===== src/rtl/pram_pkg.sv =====
package pram_pkg;

  typedef enum logic [2:0] {
    PS_IDLE,
    PS_ADR_LO,
    PS_ADR_HI,
    PS_ATTR,
    PS_DATA,
    PS_CTRL,
    PS_SKIP
  } parse_st_e;

  localparam int BYTE_W = 8;

endpackage


===== src/rtl/pram_hdr_parse.sv =====
module pram_hdr_parse
  import pram_pkg::*;
#(
  parameter int          ATTR_W    = 4,
  parameter logic [15:0] CTRL_ADDR = 16'h8400,
  parameter int          MODE_LSB  = 5,
  parameter int          CC8_BIT   = 4
) (
  input  logic              clk,
  input  logic              rst_n,
  input  logic              in_start,
  input  logic              in_stop,
  input  logic              in_valid,
  input  logic [BYTE_W-1:0] in_byte,
  output logic              dat_req,
  output logic [15:0]       reg_addr,
  output logic              cc8,
  output logic [ATTR_W-1:0] attr,
  output logic              ctrl_req,
  output logic [BYTE_W-1:0] ctrl_byte,
  output logic              mode_err
);

  parse_st_e         st_q, st_n;
  logic [15:0]       addr_q, addr_n;
  logic              addr_ld;
  logic              cc8_q, cc8_n;
  logic [ATTR_W-1:0] attr_q, attr_n;
  logic              attr_ld;
  logic              err_q, err_n;
  logic [15:0]       full_addr;

  assign full_addr = {in_byte, addr_q[7:0]};

  // next-state process
  always_comb begin
    st_n     = st_q;
    addr_n   = addr_q;
    addr_ld  = 1'b0;
    cc8_n    = cc8_q;
    attr_n   = attr_q;
    attr_ld  = 1'b0;
    err_n    = err_q;
    dat_req  = 1'b0;
    ctrl_req = 1'b0;
    if (in_start) begin
      st_n  = PS_ADR_LO;
      err_n = 1'b0;
    end else if (in_stop) begin
      st_n = PS_IDLE;
    end else if (in_valid) begin
      unique case (st_q)
        PS_ADR_LO: begin
          addr_n  = {addr_q[15:8], in_byte};
          addr_ld = 1'b1;
          st_n    = PS_ADR_HI;
        end
        PS_ADR_HI: begin
          addr_n  = full_addr;
          addr_ld = 1'b1;
          st_n    = (full_addr == CTRL_ADDR) ? PS_CTRL : PS_ATTR;
        end
        PS_ATTR: begin
          if (in_byte[MODE_LSB+1:MODE_LSB] != 2'b00) begin
            err_n = 1'b1;
            st_n  = PS_SKIP;
          end else begin
            cc8_n   = in_byte[CC8_BIT];
            attr_n  = in_byte[ATTR_W-1:0];
            attr_ld = 1'b1;
            st_n    = PS_DATA;
          end
        end
        PS_DATA: begin
          dat_req = 1'b1;
          addr_n  = addr_q + 16'd1;
          addr_ld = 1'b1;
        end
        PS_CTRL: begin
          ctrl_req = 1'b1;
          st_n     = PS_SKIP;
        end
        default: ;
      endcase
    end
  end

  // register process
  always_ff @(posedge clk or negedge rst_n) begin
    if (!rst_n) begin
      st_q   <= PS_IDLE;
      addr_q <= '0;
      cc8_q  <= 1'b0;
      attr_q <= '0;
      err_q  <= 1'b0;
    end else begin
      st_q  <= st_n;
      err_q <= err_n;
      if (addr_ld) addr_q <= addr_n;
      if (attr_ld) begin
        cc8_q  <= cc8_n;
        attr_q <= attr_n;
      end
    end
  end

  assign reg_addr  = addr_q;
  assign cc8       = cc8_q;
  assign attr      = attr_q;
  assign ctrl_byte = in_byte;
  assign mode_err  = err_q;

endmodule


===== src/rtl/pram_clr_seq.sv =====
module pram_clr_seq #(
  parameter int DEPTH = 512,
  localparam int LOC_W = $clog2(DEPTH)
) (
  input  logic             clk,
  input  logic             rst_n,
  input  logic             clr_req,
  output logic             busy,
  output logic [LOC_W-1:0] clr_loc
);

  logic             busy_q, busy_n;
  logic [LOC_W-1:0] cnt_q, cnt_n;
  logic             cnt_en;
  logic             go, last;

  always_comb begin
    go     = clr_req && !busy_q;
    last   = busy_q && (cnt_q == LOC_W'(DEPTH - 1));
    busy_n = go || (busy_q && !last);
    cnt_en = go || busy_q;
    cnt_n  = go ? '0 : cnt_q + 1'b1;
  end

  always_ff @(posedge clk or negedge rst_n) begin
    if (!rst_n) begin
      busy_q <= 1'b0;
      cnt_q  <= '0;
    end else begin
      busy_q <= busy_n;
      if (cnt_en) cnt_q <= cnt_n;
    end
  end

  assign busy    = busy_q;
  assign clr_loc = cnt_q;

endmodule


===== src/rtl/pram_wr_port.sv =====
module pram_wr_port #(
  parameter int LOC_W  = 9,
  parameter int WORD_W = 13
) (
  input  logic              clk,
  input  logic              rst_n,
  input  logic              clr_we,
  input  logic [LOC_W-1:0]  clr_loc,
  input  logic              dat_we,
  input  logic [LOC_W-1:0]  dat_loc,
  input  logic [WORD_W-1:0] dat_word,
  output logic              ram_we,
  output logic [LOC_W-1:0]  ram_addr,
  output logic [WORD_W-1:0] ram_wdata
);

  logic              we_n;
  logic [LOC_W-1:0]  addr_n;
  logic [WORD_W-1:0] word_n;

  // the clear owns the port; data is already gated off while it runs
  always_comb begin
    we_n   = clr_we || dat_we;
    addr_n = clr_we ? clr_loc : dat_loc;
    word_n = clr_we ? '0 : dat_word;
  end

  always_ff @(posedge clk or negedge rst_n) begin
    if (!rst_n) begin
      ram_we    <= 1'b0;
      ram_addr  <= '0;
      ram_wdata <= '0;
    end else begin
      ram_we <= we_n;
      if (we_n) begin
        ram_addr  <= addr_n;
        ram_wdata <= word_n;
      end
    end
  end

endmodule


===== src/rtl/pram_autoattr_wr.sv =====
module pram_autoattr_wr
  import pram_pkg::*;
#(
  parameter int          DEPTH     = 512,
  parameter int          ATTR_W    = 4,
  parameter logic [15:0] RAM_BASE  = 16'h8000,
  parameter logic [15:0] CTRL_ADDR = 16'h8400,
  parameter int          CLR_BIT   = 3,
  localparam int LOC_W  = $clog2(DEPTH),
  localparam int WORD_W = 1 + BYTE_W + ATTR_W
) (
  input  logic              clk,
  input  logic              rst_n,
  input  logic              in_start,
  input  logic              in_stop,
  input  logic              in_valid,
  input  logic [7:0]        in_byte,
  output logic              ram_we,
  output logic [LOC_W-1:0]  ram_addr,
  output logic [WORD_W-1:0] ram_wdata,
  output logic              clr_busy,
  output logic              mode_err
);

  localparam logic [16:0] RAM_END = {1'b0, RAM_BASE} + 17'(DEPTH);

  // reset: asserted asynchronously, released on the clock
  logic [1:0] rst_sync_q;
  logic       rst_int_n;

  always_ff @(posedge clk or negedge rst_n) begin
    if (!rst_n) rst_sync_q <= 2'b00;
    else        rst_sync_q <= {rst_sync_q[0], 1'b1};
  end
  assign rst_int_n = rst_sync_q[1];

  logic              dat_req, ctrl_req, cc8, in_range, dat_we, clr_start;
  logic [15:0]       reg_addr;
  logic [ATTR_W-1:0] attr;
  logic [BYTE_W-1:0] ctrl_byte;
  logic [LOC_W-1:0]  clr_loc, dat_loc;
  logic [WORD_W-1:0] dat_word;

  pram_hdr_parse #(
    .ATTR_W   (ATTR_W),
    .CTRL_ADDR(CTRL_ADDR)
  ) u_parse (
    .clk      (clk),
    .rst_n    (rst_int_n),
    .in_start (in_start),
    .in_stop  (in_stop),
    .in_valid (in_valid),
    .in_byte  (in_byte),
    .dat_req  (dat_req),
    .reg_addr (reg_addr),
    .cc8      (cc8),
    .attr     (attr),
    .ctrl_req (ctrl_req),
    .ctrl_byte(ctrl_byte),
    .mode_err (mode_err)
  );

  always_comb begin
    in_range  = ({1'b0, reg_addr} >= {1'b0, RAM_BASE}) && ({1'b0, reg_addr} < RAM_END);
    dat_loc   = LOC_W'(reg_addr - RAM_BASE);
    dat_word  = {cc8, in_byte, attr};
    dat_we    = dat_req && in_range && !clr_busy;
    clr_start = ctrl_req && ctrl_byte[CLR_BIT];
  end

  pram_clr_seq #(
    .DEPTH(DEPTH)
  ) u_clr (
    .clk    (clk),
    .rst_n  (rst_int_n),
    .clr_req(clr_start),
    .busy   (clr_busy),
    .clr_loc(clr_loc)
  );

  pram_wr_port #(
    .LOC_W (LOC_W),
    .WORD_W(WORD_W)
  ) u_port (
    .clk      (clk),
    .rst_n    (rst_int_n),
    .clr_we   (clr_busy),
    .clr_loc  (clr_loc),
    .dat_we   (dat_we),
    .dat_loc  (dat_loc),
    .dat_word (dat_word),
    .ram_we   (ram_we),
    .ram_addr (ram_addr),
    .ram_wdata(ram_wdata)
  );

endmodule


===== config.mk =====
export PLATFORM = sky130hd
export DESIGN_NAME = pram_autoattr_wr
export DESIGN_NICKNAME = d
export VERILOG_FILES = /design/src/rtl/pram_pkg.sv /design/src/rtl/pram_hdr_parse.sv /design/src/rtl/pram_clr_seq.sv /design/src/rtl/pram_wr_port.sv /design/src/rtl/pram_autoattr_wr.sv
export SDC_FILE = /design/constraint.sdc
export NUM_CORES = 1
export LEC_CHECK = 0
export ABC_AREA = 1
export BUFFER_PORTS_ARGS = -buffer_cell sky130_fd_sc_hd__buf_2
export CORE_MARGIN = 2
export CORE_UTILIZATION = 38
export CTS_CLUSTER_DIAMETER = 40
export DETAILED_ROUTE_END_ITERATION = 8
export HOLD_SLACK_MARGIN = 0.06
export PLACE_DENSITY = 0.63
export SLEW_MARGIN = 10
export SYNTH_ARGS = -nofsm -noshare
export SYNTH_HDL_FRONTEND = slang
export SYNTH_HIERARCHICAL = 1
export SYNTH_SLANG_ARGS = --single-unit

===== constraint.sdc =====
create_clock -name clk -period 3.3 [get_ports clk]
set_clock_uncertainty 0.1 [all_clocks]
set_input_delay 0.33 -clock clk [delete_from_list [all_inputs] [get_ports clk]]
set_output_delay 0.33 -clock clk [all_outputs]
set_load 0.005 [all_outputs]

==> Flow_metrics.wiki <==
{| class="wikitable"
! Metric !! Value
|-
| Run status || finished clean
|-
| Wire length of the first global-routing pass || ~14000 um
|-
| Total congestion overflow || 0
|-
| Clock tree from TritonCTS || yes
|-
| Yosys warning count || 6
|-
| Element type at the critical path end || flop
|-
| Number of buffers inserted by port buffering || 37
|-
| Starting density of the core || 0.390
|-
| Pins Over Slew Limit || 0
|-
| Fin crit period || 2350 ps
|-
| Transition time at the pin with the least slew margin || between 700 and 800 ps
|-
| Number of top-level pins || 38
|-
| Internal Power || approximately 1400 uW
|-
| Post-Syn Area || ~3400 um^2
|-
| Switching pwr || around 530 uW
|-
| Final hold vios || 0
|-
| Antenna violations before repair || 0
|-
| Final wirelength || slightly above 8000 um
|-
| Tightest slew margin relative to the limit || 0.490
|-
| Relative contribution of the clock network to total power || 0.429
|-
| Post-CTS Setup Bufs || 0
|-
| Count of TritonRoute iterations in the first routing pass || 4
|-
| Switching part of the total power || 0.280
|-
| Clock latency of the later-clocked register in the worst-skew pair || 340 ps
|-
| Fraction of final layout cells with drive strength greater than 1 || 0.216
|-
| Largest net degree at the start of global routing || 59
|-
| Die width || ~100 um
|-
| Core footprint || 8720 um^2
|-
| DP HPWL || 5860 um
|-
| Design Power || ~1900 uW
|-
| Iteration-0 DRC count of the detailed router || approximately 150
|-
| Static Leak || slightly below 0.002 uW
|-
| Net count, final || between 400 and 500
|-
| CTS Sinks || 60
|-
| Routed wirelength normalized by instance count || 14.0 um
|-
| TNS Setup || 0 ps
|-
| Remaining antenna violation count after routing || 0
|-
| Via count normalized by instance count || 5.10
|-
| Nets in the synthesized netlist || between 400 and 500
|-
| Data arrival time of the worst path || ~2500 ps
|-
| Max-cap viol count || 0
|-
| Maximum clock frequency || approximately 0.43 GHz
|-
| Antenna Cells || 0
|-
| Routability congestion estimate from global placement || around 0.95
|-
| Largest stage delay on the critical path || between 500 and 600 ps
|-
| Drc violations || 0
|-
| Share of power burned in registers || 0.457
|-
| Part of the total power dissipated in combinational logic || 0.114
|-
| Number of clock buffers inserted by TritonCTS || 9
|-
| RSZ-0062 raised after global routing || false
|-
| Class of the worst hold path || in -> reg
|-
| Height of the chip || just under 100 um
|-
| Number of gates given a new drive strength after cts || 0
|-
| Category of the critical setup timing path || in -> reg
|-
| Crit share post-route || 0.711
|-
| Placement Rows || 34
|-
| Number of setup violations in the final report || 0
|-
| Clock transition at path regs || approximately 70 ps
|-
| Root Buffer Master || sky130_fd_sc_hd__clkbuf_8
|-
| Maximum net fanout on the critical path || 16
|-
| Crit-path cells || dlygate4sd3_1 > buf_2 > inv_1 > nand2_1 > nor2_4 > inv_1 > nor2_1 > nand3b_1 > nor2_2 > buf_4 > nand3_1 > nand3_1
|-
| Critical path data required time || about 3500 ps
|-
| Largest vdd supply drop || about 0.27 mV
|-
| Syn Area/Cell || approximately 8 um^2
|-
| Synthesis-to-layout area growth || 14.2%
|-
| Cell with the largest stage delay on the worst path || sky130_fd_sc_hd__dlygate4sd3_1
|-
| Vias in the first global route || 2824
|-
| Total number of vias || 2962
|-
| Overall track demand over capacity in global routing || 0.181
|-
| Fillcell total || 870
|-
| Clk buf depth || 2
|-
| Hold buffers post-CTS || 2
|-
| Number of cells produced by synthesis || between 400 and 500
|-
| Power per cell area || ~490 nW/um^2
|-
| Die Area || ~9700 um^2
|-
| H-tree depth || 3
|-
| CP Launch Type || input pin
|}
[cell type report]
class                      instances  area, um^2  share of cell area
sequential                        60        1500               0.387
inverter                          52         205              0.0528
timing repair buffer              42         228              0.0586
clock inverter                     6         111              0.0286
multi-input combinational        303        1580               0.406
clock buffer                      10         128              0.0328
tap                              108         135              0.0348
[metal layers]
layer	GRT usage	vias to the layer above	share of wire
li1	-	1471	-
met1	0.249	1410	0.47
met2	0.282	72	0.47
met3	0.0440	9	0.052
met4	0.0601	0	0.015
met5	0	-	0
[placed cells by master, fill, tap and decap left out, drive strengths merged, types with 3 or more instances in the layout]
master and count:
buf 40, o21bai 3, nand4 10, nand2 112, clkbuf 10, inv 52, ha 4, nor3 3
bufinv 3, nand3 62, o21ai 30, nor2 49, a21oi 20, dfrtp 60
[stage by stage]
step           utilization  area, um^2  setup slack (ps)  hold WS [ps]  std cells
5_1_grt              0.446        3890               799           124        581
6_report             0.446        3890               953           144        581
3_5_place_dp         0.416        3630              1140          20.0        563
4_1_cts              0.446        3890               962           130        581
3_3_place_gp         0.416        3630              1230          15.7        563
2_1_floorplan            -        3400              1410         -65.6        426
[state kept, by name (all words and copies together) (netlist names), 2 cells and up]
signal / cells
u_parse/st_q: 3
u_port/ram_addr: 9
u_port/ram_wdata: 13
u_parse/attr: 4
rst_sync_q: 2
u_clr/clr_loc: 9
u_parse/reg_addr: 16
[power groups by stage]
stage	combinational [uW]	clock [uW]	sequential (uW)
floorplan	153	0	867
global placement	208	0	878
detailed placement	214	0	880
CTS	217	835	865
global route	247	872	879
finish	216	813	866
[worst paths after layout]
kind	start	to	slack (ps)	cells after the start
max	in_start	u_port/ram_addr[5]	950	12
min in group asynchronous	rst_n	rst_sync_q[0]	200	2
max reg2reg	u_parse/st_q[1]	u_port/ram_addr[5]	1270	8
max in group asynchronous	rst_sync_q[1]	u_parse/st_q[2]	2280	1
min reg2reg	rst_sync_q[0]	rst_sync_q[1]	260	0
min	in_byte[0]	u_port/ram_wdata[4]	140	3
[critical path, delay by kind of cell]
kind,cells,cell delay [ps]
AND/OR/NAND/NOR,7,1040
buffers and inverters,5,1150
(Power assumes the default switching activity.)
